**config.mk**
```make
export PLATFORM = sky130hd
export DESIGN_NAME = usbd_rst_detect
export DESIGN_NICKNAME = d
export VERILOG_FILES = /design/src/rtl/usbd_rsd_pkg.sv /design/src/rtl/usbd_rsd_line_dec.sv /design/src/rtl/usbd_rsd_timer.sv /design/src/rtl/usbd_rsd_fsm.sv /design/src/rtl/usbd_rst_detect.sv
export SDC_FILE = /design/constraint.sdc
export NUM_CORES = 1
export LEC_CHECK = 0
export BUFFER_PORTS_ARGS = -buffer_cell sky130_fd_sc_hd__buf_2
export CORE_MARGIN = 1.5
export CORE_UTILIZATION = 54
export DETAILED_ROUTE_END_ITERATION = 8
export GPL_TIMING_DRIVEN = 0
export PLACE_DENSITY = 0.87
export SYNTH_ARGS = -nofsm -noshare
export SYNTH_HDL_FRONTEND = slang
export SYNTH_HIERARCHICAL = 1
export SYNTH_SLANG_ARGS = --single-unit
```
**constraint.sdc**
```tcl
create_clock -name clk -period 2.5 [get_ports clk]
set_clock_uncertainty 0.2 [all_clocks]
set_input_delay 0.5 -clock clk [delete_from_list [all_inputs] [get_ports clk]]
set_output_delay 0.5 -clock clk [all_outputs]
set_load 0.01 [all_outputs]
```
**src/rtl/usbd_rsd_pkg.sv**
```systemverilog
package usbd_rsd_pkg;

  typedef enum logic [1:0] {
    CTX_SUSP = 2'd0,
    CTX_FS   = 2'd1,
    CTX_HS   = 2'd2,
    CTX_NONE = 2'd3
  } ctx_e;

  typedef enum logic [3:0] {
    ST_WATCH,
    ST_SETTLE,
    ST_FILT,
    ST_FS_IDLE,
    ST_FS_SE0,
    ST_HS_IDLE,
    ST_HS_SETTLE,
    ST_PARK
  } rsd_state_e;

  localparam int LINE_SE0 = 0;
  localparam int LINE_J   = 1;
  localparam int LINE_K   = 2;
  localparam int LINE_W   = 3;

endpackage

```
**src/rtl/usbd_rsd_line_dec.sv**
```systemverilog
module usbd_rsd_line_dec
  import usbd_rsd_pkg::*;
(
  input  logic [LINE_W-1:0] line,
  output logic              se0,
  output logic              jst,
  output logic              kst
);

  // Each flag requires its own bit and no other, so an illegal code reads as nothing.
  always_comb begin
    se0 = (line == LINE_W'(1 << LINE_SE0));
    jst = (line == LINE_W'(1 << LINE_J));
    kst = (line == LINE_W'(1 << LINE_K));
  end

endmodule

```
**src/rtl/usbd_rsd_timer.sv**
```systemverilog
module usbd_rsd_timer #(
  parameter int unsigned W = 8
) (
  input  logic         clk,
  input  logic         rst_n,
  input  logic         clr,
  input  logic         run,
  output logic [W-1:0] count
);

  localparam logic [W-1:0] CMAX = {W{1'b1}};

  always_ff @(posedge clk or negedge rst_n) begin
    if (!rst_n) begin
      count <= '0;
    end else if (clr) begin
      count <= '0;
    end else if (run && (count != CMAX)) begin
      count <= count + W'(1);
    end
  end

endmodule

```
**src/rtl/usbd_rsd_fsm.sv**
```systemverilog
module usbd_rsd_fsm
  import usbd_rsd_pkg::*;
#(
  parameter int unsigned T0_W        = 20,
  parameter int unsigned T1_W        = 16,
  parameter int unsigned WTCLK_CYC   = 60000,
  parameter int unsigned FILTSE0_CYC = 150,
  parameter int unsigned UCHWIN_CYC  = 360000,
  parameter int unsigned FSSUSP_CYC  = 180000,
  parameter int unsigned WTRSTFS_CYC = 6000,
  parameter int unsigned WTREV_CYC   = 183750,
  parameter int unsigned WTRSTHS_CYC = 6000
) (
  input  logic              clk,
  input  logic              rst_n,
  input  logic [1:0]        ctx,
  input  logic [LINE_W-1:0] line,
  input  logic              se0,
  input  logic              jst,
  input  logic              kst,
  input  logic              hs_idle,
  input  logic [T0_W-1:0]   t0,
  input  logic [T1_W-1:0]   t1,
  output logic              t0_clr,
  output logic              t0_run,
  output logic              t1_clr,
  output logic              t1_run,
  output logic              hs_term_q,
  output logic              hsk_q,
  output logic              susp_q,
  output logic              res_q,
  output logic              abt_q
);

  localparam logic [T0_W-1:0] LIM_WTCLK   = T0_W'(WTCLK_CYC);
  localparam logic [T0_W-1:0] LIM_UCHWIN  = T0_W'(UCHWIN_CYC);
  localparam logic [T0_W-1:0] LIM_FSSUSP  = T0_W'(FSSUSP_CYC);
  localparam logic [T0_W-1:0] LIM_WTRSTFS = T0_W'(WTRSTFS_CYC);
  localparam logic [T0_W-1:0] LIM_WTREV   = T0_W'(WTREV_CYC);
  localparam logic [T1_W-1:0] LIM_FILT    = T1_W'(FILTSE0_CYC);
  localparam logic [T1_W-1:0] LIM_WTRSTHS = T1_W'(WTRSTHS_CYC);

  rsd_state_e        st_q, st_d;
  ctx_e              ctx_in;
  logic [1:0]        ctx_q;
  logic [LINE_W-1:0] line_q;
  logic              fire_hsk, fire_susp, fire_res, fire_abt;
  logic              term_d, line_ld, park_ld;

  assign ctx_in = ctx_e'(ctx);

  // Master timer: held at zero while watching, free running in every other state.
  assign t0_clr  = (st_q == ST_WATCH);
  assign t0_run  = 1'b1;
  assign park_ld = (st_d == ST_PARK) && (st_q != ST_PARK);

  always_comb begin
    st_d      = st_q;
    fire_hsk  = 1'b0;
    fire_susp = 1'b0;
    fire_res  = 1'b0;
    fire_abt  = 1'b0;
    term_d    = hs_term_q;
    t1_clr    = 1'b0;
    t1_run    = 1'b0;
    line_ld   = 1'b0;
    unique case (st_q)
      ST_WATCH: begin
        term_d = (ctx_in == CTX_HS);
        unique case (ctx_in)
          CTX_SUSP: begin
            if (kst) begin
              fire_res = 1'b1;
              st_d     = ST_PARK;
            end else if (se0) begin
              st_d = ST_SETTLE;
            end
          end
          CTX_FS: begin
            line_ld = 1'b1;
            if (se0) st_d = ST_FS_SE0;
            else if (jst) st_d = ST_FS_IDLE;
          end
          CTX_HS: begin
            if (hs_idle) st_d = ST_HS_IDLE;
          end
          default: st_d = ST_WATCH;
        endcase
      end
      ST_SETTLE: begin
        if (t0 >= LIM_WTCLK) begin
          t1_clr = 1'b1;
          st_d   = ST_FILT;
        end
      end
      ST_FILT: begin
        t1_clr = !se0;
        t1_run = se0;
        if (t1 >= LIM_FILT) begin
          fire_hsk = 1'b1;
          st_d     = ST_PARK;
        end else if (t0 >= LIM_UCHWIN) begin
          fire_susp = 1'b1;
          st_d      = ST_PARK;
        end
      end
      ST_FS_IDLE: begin
        if (line != line_q) begin
          fire_abt = 1'b1;
          st_d     = ST_WATCH;
        end else if (t0 >= LIM_FSSUSP) begin
          fire_susp = 1'b1;
          st_d      = ST_PARK;
        end
      end
      ST_FS_SE0: begin
        if (line != line_q) begin
          fire_abt = 1'b1;
          st_d     = ST_WATCH;
        end else if (t0 >= LIM_WTRSTFS) begin
          fire_hsk = 1'b1;
          st_d     = ST_PARK;
        end
      end
      ST_HS_IDLE: begin
        if (!hs_idle) begin
          fire_abt = 1'b1;
          st_d     = ST_WATCH;
        end else if (t0 >= LIM_WTREV) begin
          term_d = 1'b0;
          t1_clr = 1'b1;
          st_d   = ST_HS_SETTLE;
        end
      end
      ST_HS_SETTLE: begin
        t1_run = 1'b1;
        if (t1 >= LIM_WTRSTHS) begin
          fire_hsk  = se0;
          fire_susp = !se0;
          st_d      = ST_PARK;
        end
      end
      ST_PARK: begin
        if (ctx != ctx_q) st_d = ST_WATCH;
      end
      default: st_d = ST_WATCH;
    endcase
  end

  always_ff @(posedge clk or negedge rst_n) begin
    if (!rst_n) begin
      st_q      <= ST_WATCH;
      ctx_q     <= CTX_NONE;
      line_q    <= '0;
      hs_term_q <= 1'b0;
      hsk_q     <= 1'b0;
      susp_q    <= 1'b0;
      res_q     <= 1'b0;
      abt_q     <= 1'b0;
    end else begin
      st_q      <= st_d;
      hs_term_q <= term_d;
      hsk_q     <= fire_hsk;
      susp_q    <= fire_susp;
      res_q     <= fire_res;
      abt_q     <= fire_abt;
      if (park_ld) ctx_q <= ctx;
      if (line_ld) line_q <= line;
    end
  end

endmodule

```
**src/rtl/usbd_rst_detect.sv**
```systemverilog
module usbd_rst_detect
  import usbd_rsd_pkg::*;
#(
  parameter int unsigned T0_W        = 20,
  parameter int unsigned T1_W        = 16,
  parameter int unsigned WTCLK_CYC   = 60000,
  parameter int unsigned FILTSE0_CYC = 150,
  parameter int unsigned UCHWIN_CYC  = 360000,
  parameter int unsigned FSSUSP_CYC  = 180000,
  parameter int unsigned WTRSTFS_CYC = 6000,
  parameter int unsigned WTREV_CYC   = 183750,
  parameter int unsigned WTRSTHS_CYC = 6000
) (
  input  logic            clk,
  input  logic            rst_n,
  input  logic [1:0]      ctx,
  input  logic [2:0]      line,
  input  logic            hs_idle,
  output logic            hs_term_en,
  output logic            dp_pullup_en,
  output logic            hsk_start,
  output logic            susp_enter,
  output logic            resume_start,
  output logic            detect_abort,
  output logic [T0_W-1:0] t0_count
);

  logic            se0, jst, kst;
  logic            t0_clr, t0_run, t1_clr, t1_run;
  logic [T1_W-1:0] t1_count;
  logic            hs_term_q;

  usbd_rsd_line_dec u_dec (
    .line (line),
    .se0  (se0),
    .jst  (jst),
    .kst  (kst)
  );

  usbd_rsd_timer #(.W(T0_W)) u_t0 (
    .clk   (clk),
    .rst_n (rst_n),
    .clr   (t0_clr),
    .run   (t0_run),
    .count (t0_count)
  );

  usbd_rsd_timer #(.W(T1_W)) u_t1 (
    .clk   (clk),
    .rst_n (rst_n),
    .clr   (t1_clr),
    .run   (t1_run),
    .count (t1_count)
  );

  usbd_rsd_fsm #(
    .T0_W        (T0_W),
    .T1_W        (T1_W),
    .WTCLK_CYC   (WTCLK_CYC),
    .FILTSE0_CYC (FILTSE0_CYC),
    .UCHWIN_CYC  (UCHWIN_CYC),
    .FSSUSP_CYC  (FSSUSP_CYC),
    .WTRSTFS_CYC (WTRSTFS_CYC),
    .WTREV_CYC   (WTREV_CYC),
    .WTRSTHS_CYC (WTRSTHS_CYC)
  ) u_fsm (
    .clk       (clk),
    .rst_n     (rst_n),
    .ctx       (ctx),
    .line      (line),
    .se0       (se0),
    .jst       (jst),
    .kst       (kst),
    .hs_idle   (hs_idle),
    .t0        (t0_count),
    .t1        (t1_count),
    .t0_clr    (t0_clr),
    .t0_run    (t0_run),
    .t1_clr    (t1_clr),
    .t1_run    (t1_run),
    .hs_term_q (hs_term_q),
    .hsk_q     (hsk_start),
    .susp_q    (susp_enter),
    .res_q     (resume_start),
    .abt_q     (detect_abort)
  );

  assign hs_term_en   = hs_term_q;
  assign dp_pullup_en = !hs_term_q;

endmodule

```
==> run metrics, run 1 <==
clock power share=26.1%; Internal Power=1.297 mW; setup TNS=-0.06363 ns; setup violators final=2; die area=6800 sq um; Detail Route Antenna Nets=0; WL final=9.339 mm; first-pass GRT wire length=13.96 mm; FP Rows=28; DRC=0; Synth Area per Inst=9.044 sq um; slew margin rel.=about a quarter; Worst Setup Path Type=flop to flop; Worst setup SP type=flop; Max Slew Vio Count=0; TritonCTS clock tree=yes; crit-path max FO=10; DR WL met3=611 microns; synth warn=6; Period Utilization, post-route=101.4%; routed len/inst=about 18 microns; sequential share of the synthesized area=36.77%; Commonest cells post-synth=dfrtp_1, a21oi_1, nor2_1; failing checks=negative setup slack; Sw Pwr=0.6139 mW; CP Data Required Time=approximately 2.5 ns; HPWL Detailed=5.736 mm; mux cell area share after synthesis=6.128%; Hold/Removal Path Class=input pin to asynchronous set/reset pin; ys async rst share=100.0%; wire length on met1=3.936 mm; Slew @ Worst Pin=1.130 ns; P_leak=1.783 nW; Synthesized Nets=387; Root Buffer=clkbuf_8; Worst Path Buf+Inv=0; 1st-pass router iterations=5; vias in the first global route=between 2k and 3k; vias=around 3.4k; share of layout cells above drive strength 1=32.57%; Crit. Startpoint=u_t0/count[14]$_DFFE_PN0P_; worst setup margin=-0.03409 ns; # IOs=34; Unique masters post-synth=74; Max Cap Violations=0; Via-to-Cell Ratio=6.617; worst-path cell chain=a21oi_1 -> o21ai_0 -> o21ai_2 -> a2bb2oi_2 -> a31o_1 -> a211oi_4 -> mux2_4; Compound-Gate Fraction of Synth Area=18.57%; delay-heaviest family, CP=compound AO/OA/AOI/OAI gates; grt ovf=0; met2 WL=between 4 and 5 mm; Post-synth EDFFs=0; area leader, netlist=dfrtp_1; Tot Pwr=1.911 mW; switching portion of total power=32.13%; largest family of logic cells by synthesized area=simple AND/OR/NAND/NOR gates; status=complete, but fails checks; Starting Density=56.58%; Die W=82.46 microns; final hold viol count=0; GP Congestion=0.9852; Clock Path Buffers=2; dominant cell by count in the synthesized netlist=dfrtp_1; clock slew at reported path FFs=about 0.10 ns; antenna violations before repair=0; top-area cell type share of the netlist area=35.23%; post-cts hold buffer count=0; RSZ-0062 raised after global routing=true; fraction of the mapped netlist area in adder cells=0.7339%; Synth Area in XOR/XNOR=1.284%; Yosys reg bits=50; initial drt markers=395; GRT Total Usage=a little over a quarter; cells after synthesis=377; register share of total power=49.3%; H-tree levels=2; Top FF cell, synth=dfrtp_1; Crit. End Element=flop; largest net degree at the start of global routing=a little over 50; fin crit period=2.534 ns; Synth Area in Simple Gates=32.33%; hold_ws=0.2075 ns; Mapped Area=3410 sq um; Worst-Skew Late Latency=between 0.3 and 0.4 ns; nets@finish=about 450; die height=between 80 and 90 microns; crit path DAT=about 2.6 ns; CTS sink cnt=50; R2R Path Start=u_t0/count[14]$_DFFE_PN0P_; Worst VDD drop=just over 0.0003 V; Critical Path Max Stage Delay=0.58 ns; Pwr Density=463.0 nW/um^2; maximum clock rate=394.6 MHz; Area contributors post-synth=dfrtp_1, a21oi_1, mux2_2; combinational power share=between 20% and 30%; slowest stage cell on the critical path=dfrtp_1; Core ar.=6026 sq um; Area Growth Syn to Fin=21.03%; IO buf count=31; highest metal used=met4; # diodes=0; TritonCTS Buffers=5
## kinds of logic after synthesis
group / after synthesis
other: 2
adder cells (fa/ha/maj): 2
AO/OA/AOI/OAI: 93
AND/OR/NAND/NOR: 178
flip-flops: 50
multiplexers: 19
buffers and inverters: 28
XOR/XNOR: 5
## registers in the layout, indices dropped and copies added, names as in the netlist, 2 cells and up
name and count:
u_t1/count 16, u_fsm/st_q 4, u_fsm/ctx_q 2, u_fsm/line_q 3, u_t0/count 20
## path summary, 6_finish.rpt
check / slack, ns / end / depth (start not counted)
worst min-delay path: 0.21 / u_t0/count[11]$_DFFE_PN0P_ / 1
worst min register to register: 0.33 / u_fsm/hs_term_q$_DFFE_PN0P_ / 1
min in group clk: 0.31 / u_fsm/line_q[0]$_DFFE_PN0P_ / 2
worst max register to register: -0.03 / u_fsm/ctx_q[1]$_DFFE_PN1P_ / 7
worst max-delay path: -0.03 / u_fsm/ctx_q[1]$_DFFE_PN1P_ / 7
max in group asynchronous: 1.13 / u_t0/count[9]$_DFFE_PN0P_ / 1
## final cells by class
type,count,area (sq um)
Multi-Input combinational cell,299,2193
Fill cell,431,1899
Sequential cell,50,1272
Timing Repair Buffer,56,342.8
Tap cell,75,93.84
Buffer,16,91.34
Clock buffer,6,82.58
Inverter,10,37.54
Clock inverter,2,12.51
## power groups by stage
| stage | Combinational (mW) | Clock [mW] | Sequential, mW |
|---|---|---|---|
| floorplan | 0.246 | 0 | 0.942 |
| global placement | 0.351 | 0 | 0.936 |
| detailed placement | 0.368 | 0 | 0.941 |
| CTS | 0.411 | 0.518 | 0.930 |
| global route | 0.512 | 0.553 | 0.950 |
| finish | 0.469 | 0.499 | 0.942 |
## repair_timing
action,4_1_cts,5_1_grt
hold endpoints to repair,0,0
pin swaps,7,12
gates resized for setup,27,33
setup buffers,10,15
setup endpoints to repair,18,16
## through the flow
stage	setup slack, ns	instance area, sq um	util (%)	cells
3_3_place_gp	-0.4963	3664	60.80	483
5_1_grt	-0.08112	4126	68.48	514
2_1_floorplan	0.02264	3415	-	377
4_1_cts	0.001202	3925	65.14	500
6_report	-0.03409	4126	68.48	514
3_5_place_dp	-0.5720	3664	60.80	483
## cells in the final DEF (no fill, tap or decap), drive strengths merged, types with 3 or more instances in the layout
cell     synthesis  final
nand3           16     16
nand4           15     15
nand2           24     24
a31oi            4      4
and2             3      3
nand2b           5      5
a21oi           29     29
nor4            13     13
xor2             3      3
mux2i            4      4
a2111oi          3      3
clkbuf           8     14
or4              9      9
buf             10     64
and4             4      4
inv             10     10
nor2b           17     17
a211oi           3      3
nor3            12     12
or3              9      9
o21ai           15     15
dfrtp           48     48
o31ai            9      9
nor2            26     26
a21o             3      3
o41ai            4      4
and3             7      7
mux2            15     15
nor3b            7      7
## layer usage
layer	GRT usage (%)	vias up
met3	4.066	27
met4	8.475	0
met1	35.49	1615
li1	-	1562
met2	43.66	197
met5	0	-
(Power assumes the default switching activity.)
==> run 2: changes to the inputs <==
--- a/config.mk
+++ b/config.mk
@@ -7,10 +7,9 @@
 export LEC_CHECK = 0
 export BUFFER_PORTS_ARGS = -buffer_cell sky130_fd_sc_hd__buf_2
 export CORE_MARGIN = 1.5
-export CORE_UTILIZATION = 54
+export CORE_UTILIZATION = 55
 export DETAILED_ROUTE_END_ITERATION = 8
-export GPL_TIMING_DRIVEN = 0
-export PLACE_DENSITY = 0.87
+export PLACE_DENSITY = 0.85
 export SYNTH_ARGS = -nofsm -noshare
 export SYNTH_HDL_FRONTEND = slang
 export SYNTH_HIERARCHICAL = 1
==> constraint.sdc (replaced) <==
create_clock -name clk -period 3.2 [get_ports clk]
set_clock_uncertainty 0.2 [all_clocks]
set_input_delay 0.64 -clock clk [delete_from_list [all_inputs] [get_ports clk]]
set_output_delay 0.64 -clock clk [all_outputs]
set_load 0.01 [all_outputs]
==> run 2 against run 1 <==
The flow now finishes without violations; wire length shrank 11%; clock power down 6.6%; hold slack got worse by 0.088 ns.
==> run metrics, run 2 (same netlist as run 1, synthesis figures left out) <==
hold_ws=0.1196 ns; Root Buffer=clkbuf_8; Slew @ Worst Pin=1.011 ns; dpl ws=0.3223 ns; Via-to-Cell Ratio=6.532; biggest regs=u_t0/count: 20 flops, u_t1/count: 16 flops, u_fsm/st_q: 4 flops; setup violators final=0; share of layout cells above drive strength 1=19.02%; Max Slew Vio Count=0; Worst-Skew Late Latency=0.31 ns; GP Congestion=0.9165; commonest non-fill, non-tap cells in the layout=dfrtp_1, buf_2, a21oi_1, nor2_1, nand2_1; grt ovf=0; Crit. Startpoint=u_t0/count[1]$_DFFE_PN0P_; FF-to-FF End=u_t1/count[11]$_DFFE_PN0P_; FP Rows=28; maximum clock rate=357.7 MHz; largest net degree at the start of global routing=31; die area=6681 sq um; FF-to-FF setup slack=between 0.4 and 0.5 ns; initial drt markers=264; # resized after CTS=0; P_leak=1.637 nW; final instance count without filler cells=485; Die W=~80 microns; Worst Setup EP=u_t1/count[11]$_DFFE_PN0P_; fin area=about 3800 sq um; max reg flops=20; die height=81.74 microns; post-cts hold buffer count=0; Area Growth Syn to Fin=10.35%; Max Cap Violations=0; GRT Total Usage=26.61%; Starting Density=57.25%; 1st-pass router iterations=5; Hold/Removal Path Class=input pin to asynchronous set/reset pin; R2R Path Start=u_t0/count[1]$_DFFE_PN0P_; Worst setup SP type=flop; RSZ-0062 raised after global routing=false; nets@finish=419; CP Data Required Time=3.23 ns; antenna violations before repair=0; routed len/inst=17.16 microns; setup bufs post-CTS=0; placed instance area=about 3600 sq um; worst setup margin=0.4040 ns; status=finished clean; Fill cells=518; Crit. End Element=flop; vias in the first global route=2870; vias=around 3.2k; Detail Route Antenna Nets=0; Period Utilization, post-route=87.37%; TritonCTS clock tree=yes; crit-path max FO=14; H-tree levels=2; Top reg by flops=u_t0/count; Core ar.=5956 sq um; Pwr Density=390.5 nW/um^2; TritonCTS Buffers=5; final hold viol count=0; # IOs=34; CTS sink cnt=50; worst-case reg-to-reg path depth=7; clock slew at reported path FFs=0.10 ns; WL final=8.324 mm; Worst VDD drop=roughly 0.00023 V; fin util=63.17%; crit path DAT=2.83 ns; slew margin rel.=32.15%; DRC=0; first-pass GRT wire length=~14 mm; Tot Pwr=1.469 mW; HPWL Detailed=5.852 mm; Clock Path Buffers=2; Worst Setup Path Type=flop to flop; placed insts=477; fin crit period=about 2.8 ns; commonest non-fill, non-tap cell in the layout=dfrtp_1; # diodes=0; IO buf count=33; setup TNS=0 ns
## run 2: changes by cell type in the layout (fill, tap and decap cells not counted), moves of 3 or more
cell and delta:
buf_4 -18, dfrtp_1 +15, dfrtp_2 -15, clkbuf_1 -3
clkbuf_2 -3, nor2b_1 +3, nor2b_2 -3
## run 2: routing by layer
metal  GRT usage, %  wire length, microns  up-vias
met5              0                     0        -
met4          6.441                    81        0
met3          4.556                   377        9
li1               -                     -     1509
met1          36.38                  3684     1547
met2          43.77                  4181      103
## run 2: power by group
part,total (mW),internal [mW],switching [mW]
Clock,0.466,0.255,0.210
Sequential,0.744,0.680,0.0634
Combinational,0.260,0.117,0.143
Total,1.47,1.05,0.417
## run 2: final cells by class
cell class                      instances  area, sq um  area share, %
Clock buffer                            7        86.33          2.295
Clock inverter                          1        30.03         0.7981
Inverter                               10        37.54         0.9977
Multi-Input combinational cell        299         2021          53.71
Sequential cell                        50         1254          33.32
Tap cell                               75        93.84          2.494
Timing Repair Buffer                   43        240.2          6.385
## run 2: how the worst min path moves through the flow
stage                                        endpoint  cells after the start
after global routing       u_t1/count[15]$_DFFE_PN0P_                      1
after floorplan                 u_fsm/abt_q$_DFF_PN0_                      0
after CTS                  u_t1/count[15]$_DFFE_PN0P_                      1
after global placement    u_fsm/hs_term_q$_DFFE_PN0P_                      1
after detailed placement  u_fsm/line_q[0]$_DFFE_PN0P_                      1
final                      u_t0/count[13]$_DFFE_PN0P_                      1
## run 2: critical path, stage by stage (launching register included)
cell	delay (ns)
dfrtp_1	0.44
a2111oi_0	0.54
nor3_1	0.12
o21ai_1	0.25
a2bb2oi_1	0.30
o21ai_1	0.41
buf_4	0.31
a21oi_1	0.15
